File: config.mk
export PLATFORM = sky130hd
export DESIGN_NAME = chipsel_top
export DESIGN_NICKNAME = d
export VERILOG_FILES = /design/src/rtl/chipsel_pkg.sv /design/src/rtl/chipsel_regs.sv /design/src/rtl/chipsel_decode.sv /design/src/rtl/chipsel_seq.sv /design/src/rtl/chipsel_top.sv
export SDC_FILE = /design/constraint.sdc
export NUM_CORES = 1
export LEC_CHECK = 0
export BUFFER_PORTS_ARGS = -buffer_cell sky130_fd_sc_hd__buf_2
export CAP_MARGIN = 20
export CORE_AREA = 2 2 136 138
export CTS_CLUSTER_SIZE = 12
export DETAILED_ROUTE_END_ITERATION = 6
export DIE_AREA = 0 0 138 140
export HOLD_SLACK_MARGIN = 0.1
export PLACE_DENSITY = 0.45
export SLEW_MARGIN = 20
export SYNTH_ARGS = -nofsm -noshare
export SYNTH_HDL_FRONTEND = slang
export SYNTH_SLANG_ARGS = --single-unit
File: constraint.sdc
create_clock -name clk -period 6.9 [get_ports clk]
set_input_delay 1.38 -clock clk [delete_from_list [all_inputs] [get_ports clk]]
set_output_delay 1.38 -clock clk [all_outputs]
set_load 0.05 [all_outputs]
File: src/rtl/chipsel_pkg.sv
package chipsel_pkg;
    localparam int ADDR_W   = 20;
    localparam int IO_W     = 16;
    localparam int REG_W    = 16;
    localparam int N_MID    = 4;
    localparam int N_PER    = 7;
    localparam int SEL_W    = 2 + N_MID + N_PER;
    localparam int WAIT_W   = 2;

    typedef enum logic [1:0] {
        ST_IDLE      = 2'd0,
        ST_COUNT     = 2'd1,
        ST_AWAIT_RDY = 2'd2
    } seq_state_t;

    typedef struct packed {
        logic              no_ext;
        logic [WAIT_W-1:0] waits;
    } rdy_cfg_t;

    typedef struct packed {
        logic [REG_W-1:0] upper;
        logic [REG_W-1:0] lower;
        logic [REG_W-1:0] mid_base;
        logic [REG_W-1:0] mid_size;
        logic [REG_W-1:0] per_base;
        logic             lower_ok;
        logic             mid_ok;
        logic             per_ok;
    } cs_cfg_t;
endpackage

File: src/rtl/chipsel_regs.sv
module chipsel_regs
    import chipsel_pkg::*;
#(
    parameter logic [REG_W-1:0] UPPER_RST = 16'hFFFB
) (
    input  logic             clk,
    input  logic             rst_n,
    input  logic             we,
    input  logic [2:0]       sel,
    input  logic [REG_W-1:0] wdata,
    output cs_cfg_t          cfg
);
    logic [REG_W-1:0] r_up, r_lo, r_mb, r_ms, r_pb;
    logic             w_lo, w_mb, w_ms, w_pb;

    always_ff @(posedge clk or negedge rst_n) begin
        if (!rst_n) begin
            r_up <= UPPER_RST;
            r_lo <= '0;
            r_mb <= '0;
            r_ms <= '0;
            r_pb <= '0;
            w_lo <= 1'b0;
            w_mb <= 1'b0;
            w_ms <= 1'b0;
            w_pb <= 1'b0;
        end else if (we) begin
            unique case (sel)
                3'd0: r_up <= wdata;
                3'd1: begin r_lo <= wdata; w_lo <= 1'b1; end
                3'd2: begin r_mb <= wdata; w_mb <= 1'b1; end
                3'd3: begin r_ms <= wdata; w_ms <= 1'b1; end
                3'd4: begin r_pb <= wdata; w_pb <= 1'b1; end
                default: ;
            endcase
        end
    end

    always_comb begin
        cfg.upper    = r_up;
        cfg.lower    = r_lo;
        cfg.mid_base = r_mb;
        cfg.mid_size = r_ms;
        cfg.per_base = r_pb;
        cfg.lower_ok = w_lo;
        cfg.mid_ok   = w_mb & w_ms;
        cfg.per_ok   = w_pb & w_ms;
    end
endmodule

File: src/rtl/chipsel_decode.sv
module chipsel_decode
    import chipsel_pkg::*;
(
    input  cs_cfg_t           cfg,
    input  logic              is_io,
    input  logic [ADDR_W-1:0] addr,
    output logic [SEL_W-1:0]  hit,
    output rdy_cfg_t          rdy
);
    localparam int PER_SPAN = N_PER * 128;
    localparam int MID_LSB  = 2;
    localparam int PER_LSB  = 2 + N_MID;

    logic [9:0]        blk;
    logic              up_hit, lo_hit, mid_hit, per_hit;
    logic [ADDR_W-1:0] moff;
    logic [2:0]        szc;
    logic [1:0]        midx;
    logic [IO_W-1:0]   poff;
    logic [2:0]        pidx;
    logic [N_MID-1:0]  mid_vec;
    logic [N_PER-1:0]  per_vec;

    assign blk    = addr[ADDR_W-1:10];
    assign up_hit = !is_io && (blk >= {2'b11, cfg.upper[13:6]});
    assign lo_hit = !is_io && cfg.lower_ok && (blk <= {2'b00, cfg.lower[13:6]});

    assign szc    = (cfg.mid_size[14:12] == 3'd7) ? 3'd6 : cfg.mid_size[14:12];
    assign moff   = addr - {cfg.mid_base[15:9], 13'b0};
    always_comb begin
        logic [ADDR_W-1:0] top_part;
        logic [ADDR_W-1:0] q_part;
        top_part = moff >> (13 + int'(szc));
        q_part   = moff >> (11 + int'(szc));
        mid_hit  = !is_io && cfg.mid_ok && (top_part == '0);
        midx     = q_part[1:0];
    end

    assign poff    = addr[IO_W-1:0] - {cfg.per_base[15:10], 10'b0};
    assign per_hit = is_io && cfg.per_ok && (int'(poff) < PER_SPAN);
    assign pidx    = poff[9:7];

    genvar gi;
    generate
        for (gi = 0; gi < N_MID; gi++) begin : g_mid
            assign mid_vec[gi] = mid_hit && !up_hit && !lo_hit && (midx == 2'(gi));
        end
        for (gi = 0; gi < N_PER; gi++) begin : g_per
            assign per_vec[gi] = per_hit && (pidx == 3'(gi));
        end
    endgenerate

    always_comb begin
        hit = '0;
        hit[0] = up_hit;
        hit[1] = lo_hit && !up_hit;
        hit[PER_LSB-1:MID_LSB] = mid_vec;
        hit[SEL_W-1:PER_LSB]   = per_vec;
        rdy = '{no_ext: 1'b0, waits: '0};
        if (up_hit)        rdy = rdy_cfg_t'(cfg.upper[2:0]);
        else if (lo_hit)   rdy = rdy_cfg_t'(cfg.lower[2:0]);
        else if (mid_hit)  rdy = rdy_cfg_t'(cfg.mid_size[2:0]);
        else if (per_hit)  rdy = rdy_cfg_t'(cfg.per_base[2:0]);
    end

    logic unused_bits;
    assign unused_bits = ^{cfg.upper[15:14], cfg.upper[5:3], cfg.lower[15:14],
                           cfg.lower[5:3], cfg.mid_base[8:0], cfg.mid_size[15],
                           cfg.mid_size[11:3], cfg.per_base[9:3], moff[1:0],
                           poff[6:0]};
endmodule

File: src/rtl/chipsel_seq.sv
module chipsel_seq
    import chipsel_pkg::*;
(
    input  logic             clk,
    input  logic             rst_n,
    input  logic             start,
    input  logic [SEL_W-1:0] hit,
    input  rdy_cfg_t         rdy,
    input  logic             ext_rdy,
    output logic [SEL_W-1:0] sel_n,
    output logic             done
);
    seq_state_t        state, nstate;
    logic [WAIT_W-1:0] cnt;
    logic [SEL_W-1:0]  sel_q;
    logic              no_ext_q;

    always_comb begin
        nstate = state;
        unique case (state)
            ST_IDLE:      if (start) nstate = ST_COUNT;
            ST_COUNT:     if (cnt == '0) nstate = (no_ext_q || ext_rdy) ? ST_IDLE : ST_AWAIT_RDY;
            ST_AWAIT_RDY: if (ext_rdy) nstate = ST_IDLE;
            default:      nstate = ST_IDLE;
        endcase
    end

    always_ff @(posedge clk or negedge rst_n) begin
        if (!rst_n) begin
            state    <= ST_IDLE;
            cnt      <= '0;
            sel_q    <= '0;
            no_ext_q <= 1'b0;
        end else begin
            state <= nstate;
            if (state == ST_IDLE && start) begin
                cnt      <= rdy.waits;
                sel_q    <= hit;
                no_ext_q <= rdy.no_ext;
            end else if (state == ST_COUNT && cnt != '0) begin
                cnt <= cnt - 1'b1;
            end
            if (state != ST_IDLE && nstate == ST_IDLE) sel_q <= '0;
        end
    end

    always_comb begin
        sel_n = ~sel_q;
        unique case (state)
            ST_IDLE:      done = 1'b0;
            ST_COUNT:     done = (cnt == '0) && (no_ext_q || ext_rdy);
            ST_AWAIT_RDY: done = ext_rdy;
            default:      done = 1'b0;
        endcase
    end
endmodule

File: src/rtl/chipsel_top.sv
module chipsel_top
    import chipsel_pkg::*;
(
    input  logic              clk,
    input  logic              rst_n,
    input  logic              cfg_we,
    input  logic [2:0]        cfg_sel,
    input  logic [REG_W-1:0]  cfg_wdata,
    input  logic              cyc_start,
    input  logic              cyc_is_io,
    input  logic [ADDR_W-1:0] cyc_addr,
    input  logic              ext_rdy,
    output logic              cyc_done,
    output logic              upper_cs_n,
    output logic              lower_cs_n,
    output logic [N_MID-1:0]  mid_cs_n,
    output logic [N_PER-1:0]  per_cs_n
);
    cs_cfg_t          cfg;
    logic [SEL_W-1:0] hit;
    rdy_cfg_t         rdy;
    logic [SEL_W-1:0] sel_n;

    chipsel_regs u_regs (
        .clk(clk), .rst_n(rst_n), .we(cfg_we), .sel(cfg_sel),
        .wdata(cfg_wdata), .cfg(cfg)
    );

    chipsel_decode u_dec (
        .cfg(cfg), .is_io(cyc_is_io), .addr(cyc_addr), .hit(hit), .rdy(rdy)
    );

    chipsel_seq u_seq (
        .clk(clk), .rst_n(rst_n), .start(cyc_start), .hit(hit), .rdy(rdy),
        .ext_rdy(ext_rdy), .sel_n(sel_n), .done(cyc_done)
    );

    assign upper_cs_n = sel_n[0];
    assign lower_cs_n = sel_n[1];
    assign mid_cs_n   = sel_n[2+N_MID-1:2];
    assign per_cs_n   = sel_n[SEL_W-1:2+N_MID];
endmodule

## After elaboration in Yosys (flattened, before gate mapping)

Cells that the tools add are included.

- Register bits after elaboration: 97
- Output and inout bits: 14

- Add/sub/neg operators: 5
- $lt $le $gt $ge: 3
- Equal/unequal tests: 16
- Shift-type cells: 2
- Multiplexer cells: 15
- Bitwise gates (word level): 3
- Reductions and logical operators: 45

Operators with widths:

| operator | count |
|---|---|
| 20-bit by 32-bit >> shifter with 2-bit output | 1 |
| 20-bit by 32-bit >> shifter with 20-bit output | 1 |
| 13-bit 2-to-1 mux | 2 |
| 1-bit logical AND | 25 |
| 20-bit zero test | 1 |
| 20-bit subtractor | 1 |
| 16-bit by 10-bit < comparator with 1-bit output, second input constant | 1 |
| 16-bit subtractor | 1 |
| 3-bit == test, second input constant | 5 |
| 3-bit 2-to-1 mux | 5 |
| 13-bit NOT | 1 |
| 3-bit by 2-bit == test with 1-bit output, second input constant | 4 |
| 2-bit 2-to-1 mux | 6 |
| 4-bit by 3-bit adder with 5-bit output, first input constant | 2 |
| 10-bit >= comparator | 1 |
| 10-bit by 8-bit less-or-equal comparator with 1-bit output | 1 |
| 2-bit AND reduction | 5 |
| 2-bit zero test | 4 |
| 2-bit nonzero test | 4 |
| 2-bit == test, second input constant | 3 |
| 3-bit by 1-bit == test with 1-bit output, second input constant | 2 |
| 3-bit zero test | 2 |
| 2-bit one-hot mux with 3 select lines | 1 |
| 2-bit by 1-bit == test with 1-bit output, second input constant | 2 |
| 5 further kinds | 8 |

## Longest topological paths before layout

- Word-level depth: 11
- Depth in mapped cells: 11
- Depth with buffers taken out: 11

## Cells and area by module

A second synthesis with hierarchy kept.

- Cell total of the unflattened synthesis: 479
- Area, all modules: 5645.4 um^2

By module, submodules not included:

| module | times used | cells each | area each (um^2) | sequential area each (um^2) |
|---|---|---|---|---|
| chipsel_regs | 1 | 184 | 3234.4 | 2120.8 |
| chipsel_decode | 1 | 201 | 1385.1 | 0.0 |
| chipsel_seq | 1 | 94 | 1026.0 | 450.4 |

## Worst setup path after synthesis

Ideal clock, no wire load.

- Path kind: input -> register
- From: input cyc_addr[10]
- To: register u_seq.sel_q[7]
- Library setup time: 0.067 ns
- Arrival time: 3.632 ns
- Required time: 6.833 ns
- Slack: 3.201 ns
- Stages: 10
- Path buffers: 0
- Cell sequence: inv_1 -> ha_1 -> fa_1 -> and3_1 -> nand3_1 -> a311oi_1 -> o21ai_2 -> a2111oi_4 -> nor3b_4 -> a32o_2

- Cells in the longest elaborated chain, start to end: 6

RTL lines:

| item | line | source |
|---|---|---|
| from (decl) | chipsel_top.sv:11 | `input logic [ADDR_W-1:0] cyc_addr,` |
| 16-bit subtractor | chipsel_decode.sv:39 | `assign poff = addr[IO_W-1:0] - {cfg.per_base[15:10], 10'b0};` |
| 16-bit by 10-bit < comparator with 1-bit output | chipsel_decode.sv:40 | `assign per_hit = is_io && cfg.per_ok && (int'(poff) < PER_SPAN);` |
| 1-bit logical AND | chipsel_decode.sv:40 |  |
| 1-bit logical AND | chipsel_decode.sv:49 | `assign per_vec[gi] = per_hit && (pidx == 3'(gi));` |
| 13-bit 2-to-1 mux | chipsel_seq.sv:36 | `if (state == ST_IDLE && start) begin` |
| 13-bit 2-to-1 mux | chipsel_seq.sv:43 | `if (state != ST_IDLE && nstate == ST_IDLE) sel_q <= '0;` |
| to (signal assigned) | chipsel_seq.sv:38 | `sel_q <= hit;` |
| to (decl) | chipsel_seq.sv:15 | `logic [SEL_W-1:0] sel_q;` |

Every way passes these cells. The select of a mux whose other input is x is not followed.
A chain may end at the register's enable or synchronous reset.

## Worst setup path after layout

- From: input cyc_addr[13]
- To: register u_seq.cnt[0]

- Cells in the longest elaborated chain, start to end: 8
- Elaborated cells on any way between the ends: 16

RTL lines:

| item | line | source |
|---|---|---|
| 20-bit subtractor or 16-bit subtractor (tied branches) | chipsel_decode.sv:29, chipsel_decode.sv:39 |  |
| 20-bit by 32-bit >> shifter with 20-bit output or 16-bit by 10-bit < comparator with 1-bit output (tied branches) | chipsel_decode.sv:33, chipsel_decode.sv:40 |  |
| 20-bit zero test or 1-bit logical AND (tied branches) | chipsel_decode.sv:35, chipsel_decode.sv:40 |  |
| 1-bit logical AND or 3-bit 2-to-1 mux (tied branches) | chipsel_decode.sv:35, chipsel_decode.sv:63 |  |
| 3-bit 2-to-1 mux | chipsel_decode.sv:62 | `else if (mid_hit) rdy = rdy_cfg_t'(cfg.mid_size[2:0]);` |
| 3-bit 2-to-1 mux | chipsel_decode.sv:61 | `else if (lo_hit) rdy = rdy_cfg_t'(cfg.lower[2:0]);` |
| 3-bit 2-to-1 mux * | chipsel_decode.sv:60 | `if (up_hit) rdy = rdy_cfg_t'(cfg.upper[2:0]);` |
| 2-bit 2-to-1 mux * | chipsel_seq.sv:36 |  |
| to (signal assigned) | chipsel_seq.sv:37 | `cnt <= rdy.waits;` |
| to (signal assigned) | chipsel_seq.sv:41 | `cnt <= cnt - 1'b1;` |
| to (decl) | chipsel_seq.sv:14 | `logic [WAIT_W-1:0] cnt;` |

Mark *: on every way between the ends. The rest lies on a longest branch, timed or not.

==> metrics.md <==
| Metric | Value |
|---|---|
| Post-route clock period utilization | `approximately 56%` |
| Cell area after synthesis | `0.00421 mm^2` |
| Tmin final | `between 3 and 4 ns` |
| DRC Markers | `0` |
| Outcome | `finished clean` |
| Gr usage total | `between 10% and 20%` |
| #FFs+latches synth | `66` |
| Startpoint types | `primary input` |
| Number of global-route vias before repair | `about 3,400` |
| Share of cells above drive strength 1 | `24.3%` |
| Post-route clock skew | `approximately 0.0079 ns` |
| Total setup buffers inserted after CTS | `0` |
| Chip height | `between 100 and 150 um` |
| Largest net degree at the start of global routing | `67` |
| Crit-path max cell delay | `roughly 0.45 ns` |
| CTS Buf Count | `9` |
| Drt pass-1 iters | `4` |
| Worst slack at placement | `around 2.7 ns` |
| Setup slack after layout | `about 3.1 ns` |
| Crit. End Element | `flip-flop` |
| H-tree levels | `3` |
| Final hold vios | `0` |
| Critical path arrival | `approximately 4 ns` |
| Nets@finish | `572` |
| Starting DRC count in detailed routing | `roughly 230` |
| Post-CTS sizing | `0` |
| Count leader, synth | `dfrtp_1` |
| Avg Synthesized Cell Area | `9.57 um^2` |
| Port bufs | `48` |
| Yosys cell types | `roughly 70` |
| Post-route cell area | `between 0.005 and 0.006 mm^2` |
| CTS tree | `built` |
| P per Cell Area | `approximately 300 mW/mm^2` |
| Post-synth EDFFs | `0` |
| Worst hold slack | `roughly 0.46 ns` |
| Max Slew Vio Count | `0` |
| Die area | `around 0.019 mm^2` |
| Initial antenna violation count | `0` |
| Row cnt | `between 40 and 50` |
| Antenna diodes | `0` |
| Register area share after synthesis | `about two fifths` |
| Critical path's slowest cell | `nor3_1` |
| Post-DP HPWL | `8.38 mm` |
| Antenna viol nets, final | `0` |
| IR drop worst, VDD | `0.130 mV` |
| Synth area leader | `dfrtp_1` |
| Ys Warns | `0` |
| Placer congestion estimate | `approximately 0.81` |
| Dpl cell area | `between 0.004 and 0.005 mm^2` |
| Setup Crit Path Kind | `in2reg` |
| Worst-path maximum fanout | `5` |
| Slew HR | `a little over two fifths` |
| Area growth syn-to-layout | `19.0%` |
| Leak Pwr | `between 2 and 2.5 nW` |
| R2R setup slack | `about 3.9 ns` |
| Clk sinks | `66` |
| Setup_tns | `0 ns` |
| Core area | `roughly 0.018 mm^2` |
| Congestion Overflow GR | `0` |
| Starting Density | `a little under a quarter` |
| Class of the tightest hold or removal check | `reg2reg` |
| DR vias/cell | `4.73` |
| Reg clk slew, reported paths | `roughly 0.060 ns` |
| Routed len/inst | `between 15 and 20 um` |
| Syn Inst Count | `440` |
| First-pass GRT wire length | `17.4 mm` |
| Worst slew pin tran | `roughly 0.86 ns` |
| Routed vias | `about 3,400` |
| CTS Buffer Depth | `2` |
| Top-area cell type share of the netlist area | `between 30% and 40%` |
| RSZ-0062 raised after global routing | `no` |
| Final Power | `roughly 1.5 mW` |
| FFs w/ async S/R, synth | `100%` |
| DRT Wirelength | `~11 mm` |
| CP delay by family, top | `compound AO/OA/AOI/OAI gates` |
| Hold Buf Count CTS | `0` |
| # IOs | `59` |
| Max-cap violations | `0` |
| Crit path buffers/inverters | `3` |
| Largest cells by area after synthesis | `dfrtp_1 (33%), ha_1 (9.5%), dfstp_2 (6.2%), mux2_2 (5.9%), inv_1 (4.4%)` |
| Top_reg_cell synth | `dfrtp_1` |
| Die X | `between 100 and 150 um` |
| Final setup vio count | `0` |
| WP data required | `around 7.1 ns` |
| Post-synth top cells | `dfrtp_1 (56), inv_1 (49), nand2_1 (48), o21ai_0 (34), ha_1 (32)` |
| Peak Freq | `260 MHz` |
| Syn nets | `~520` |
| CP most frequent cell | `inv_1` |
| Clk_lat worst skew | `0.33 ns` |
| CP Cell Sequence | `buf_2 -> inv_1 -> ha_1 -> inv_1 -> fa_1 -> a211o_1 -> and3_4 -> o31ai_1 -> a31oi_1 -> nor3_1 -> a211oi_2 -> a311o_1` |
| CTS Root Cell | `clkbuf_16` |
worst register-to-register path: cells and delay by family, from the launching register on:
family | cells | cell delay, ns
compound gates | 4 | 1.31
fa+ha+maj | 2 | 0.70
simple gates | 3 | 0.55
flops | 1 | 0.39
sequential cells by signal (all words and copies together) (netlist names):
register        count
u_seq.no_ext_q      1
u_regs.r_up        11
u_regs.r_pb         9
u_seq.sel_q        13
u_regs.r_lo        11
u_seq.cnt           2
u_regs.r_ms         6
u_regs.w_lo         1
u_regs.w_pb         1
u_regs.r_mb         7
u_seq.state         2
u_regs.w_mb         1
u_regs.w_ms         1
power breakdown:
group,switching [mW],internal (mW)
registers,0.0496,0.467
logic,0.331,0.226
clock network,0.169,0.275
total,0.549,0.968
cells by family (layout without fill, tap and decap cells):
group                      count (synthesis)  after routing  share of synthesized area, %
adders and majority gates                 34             34                          10.5
and+or+nand+nor                          130            130                          16.0
muxes                                     25             25                          6.59
buffers and inverters                     59            116                          5.32
AOI/OAI and AO/OA                        120            120                          20.9
DFF                                       66             66                          39.5
xor gates and xnor gates                   6              6                          1.25
final timing paths:
kind	startpoint	end	cells past startpoint
min	u_regs.w_lo	u_regs.w_lo	1
min in group asynchronous	rst_n	u_seq.sel_q[7]	2
max	cyc_addr[13]	u_seq.cnt[0]	12
max in group asynchronous	rst_n	u_regs.r_pb[11]	2
min reg2reg	u_regs.w_lo	u_regs.w_lo	1
max reg2reg	u_regs.r_pb[10]	u_seq.sel_q[7]	9
placed cells by master (no fill, tap or decap), types with 11 or more instances in the layout:
cell type | netlist | layout
nor2b_1 | 11 | 11
mux2_2 | 22 | 22
inv_1 | 49 | 49
dfrtp_1 | 56 | 56
buf_2 | 2 | 48
a21oi_1 | 14 | 14
ha_1 | 32 | 32
nand3_1 | 11 | 11
o21ai_0 | 34 | 34
nor2_1 | 16 | 16
nand2_1 | 48 | 48
layout make-up:
cell class                 instances  area [um^2]
inverter                          49          184
tap                              229          287
timing repair buffer              52          270
clock inverter                     6         58.8
fill                            1904        12800
clock buffer                       9          225
sequential                        66         1660
multi-input combinational        315         2320
stage by stage:
step	util (%)	cells
2_1_floorplan	-	440
3_3_place_gp	26.6	711
3_5_place_dp	26.6	711
4_1_cts	28.2	726
5_1_grt	28.2	726
6_report	28.2	726
metal layers:
metal / vias up / share of wire, % / GRT usage, %
met5: - / 0 / 0
met4: 0 / 1.1 / 3.17
met3: 13 / 4.6 / 3.25
met2: 75 / 45 / 18.2
met1: 1664 / 49 / 15.3
li1: 1684 / - / -
Note: power is estimated with default switching activity, not from simulation.
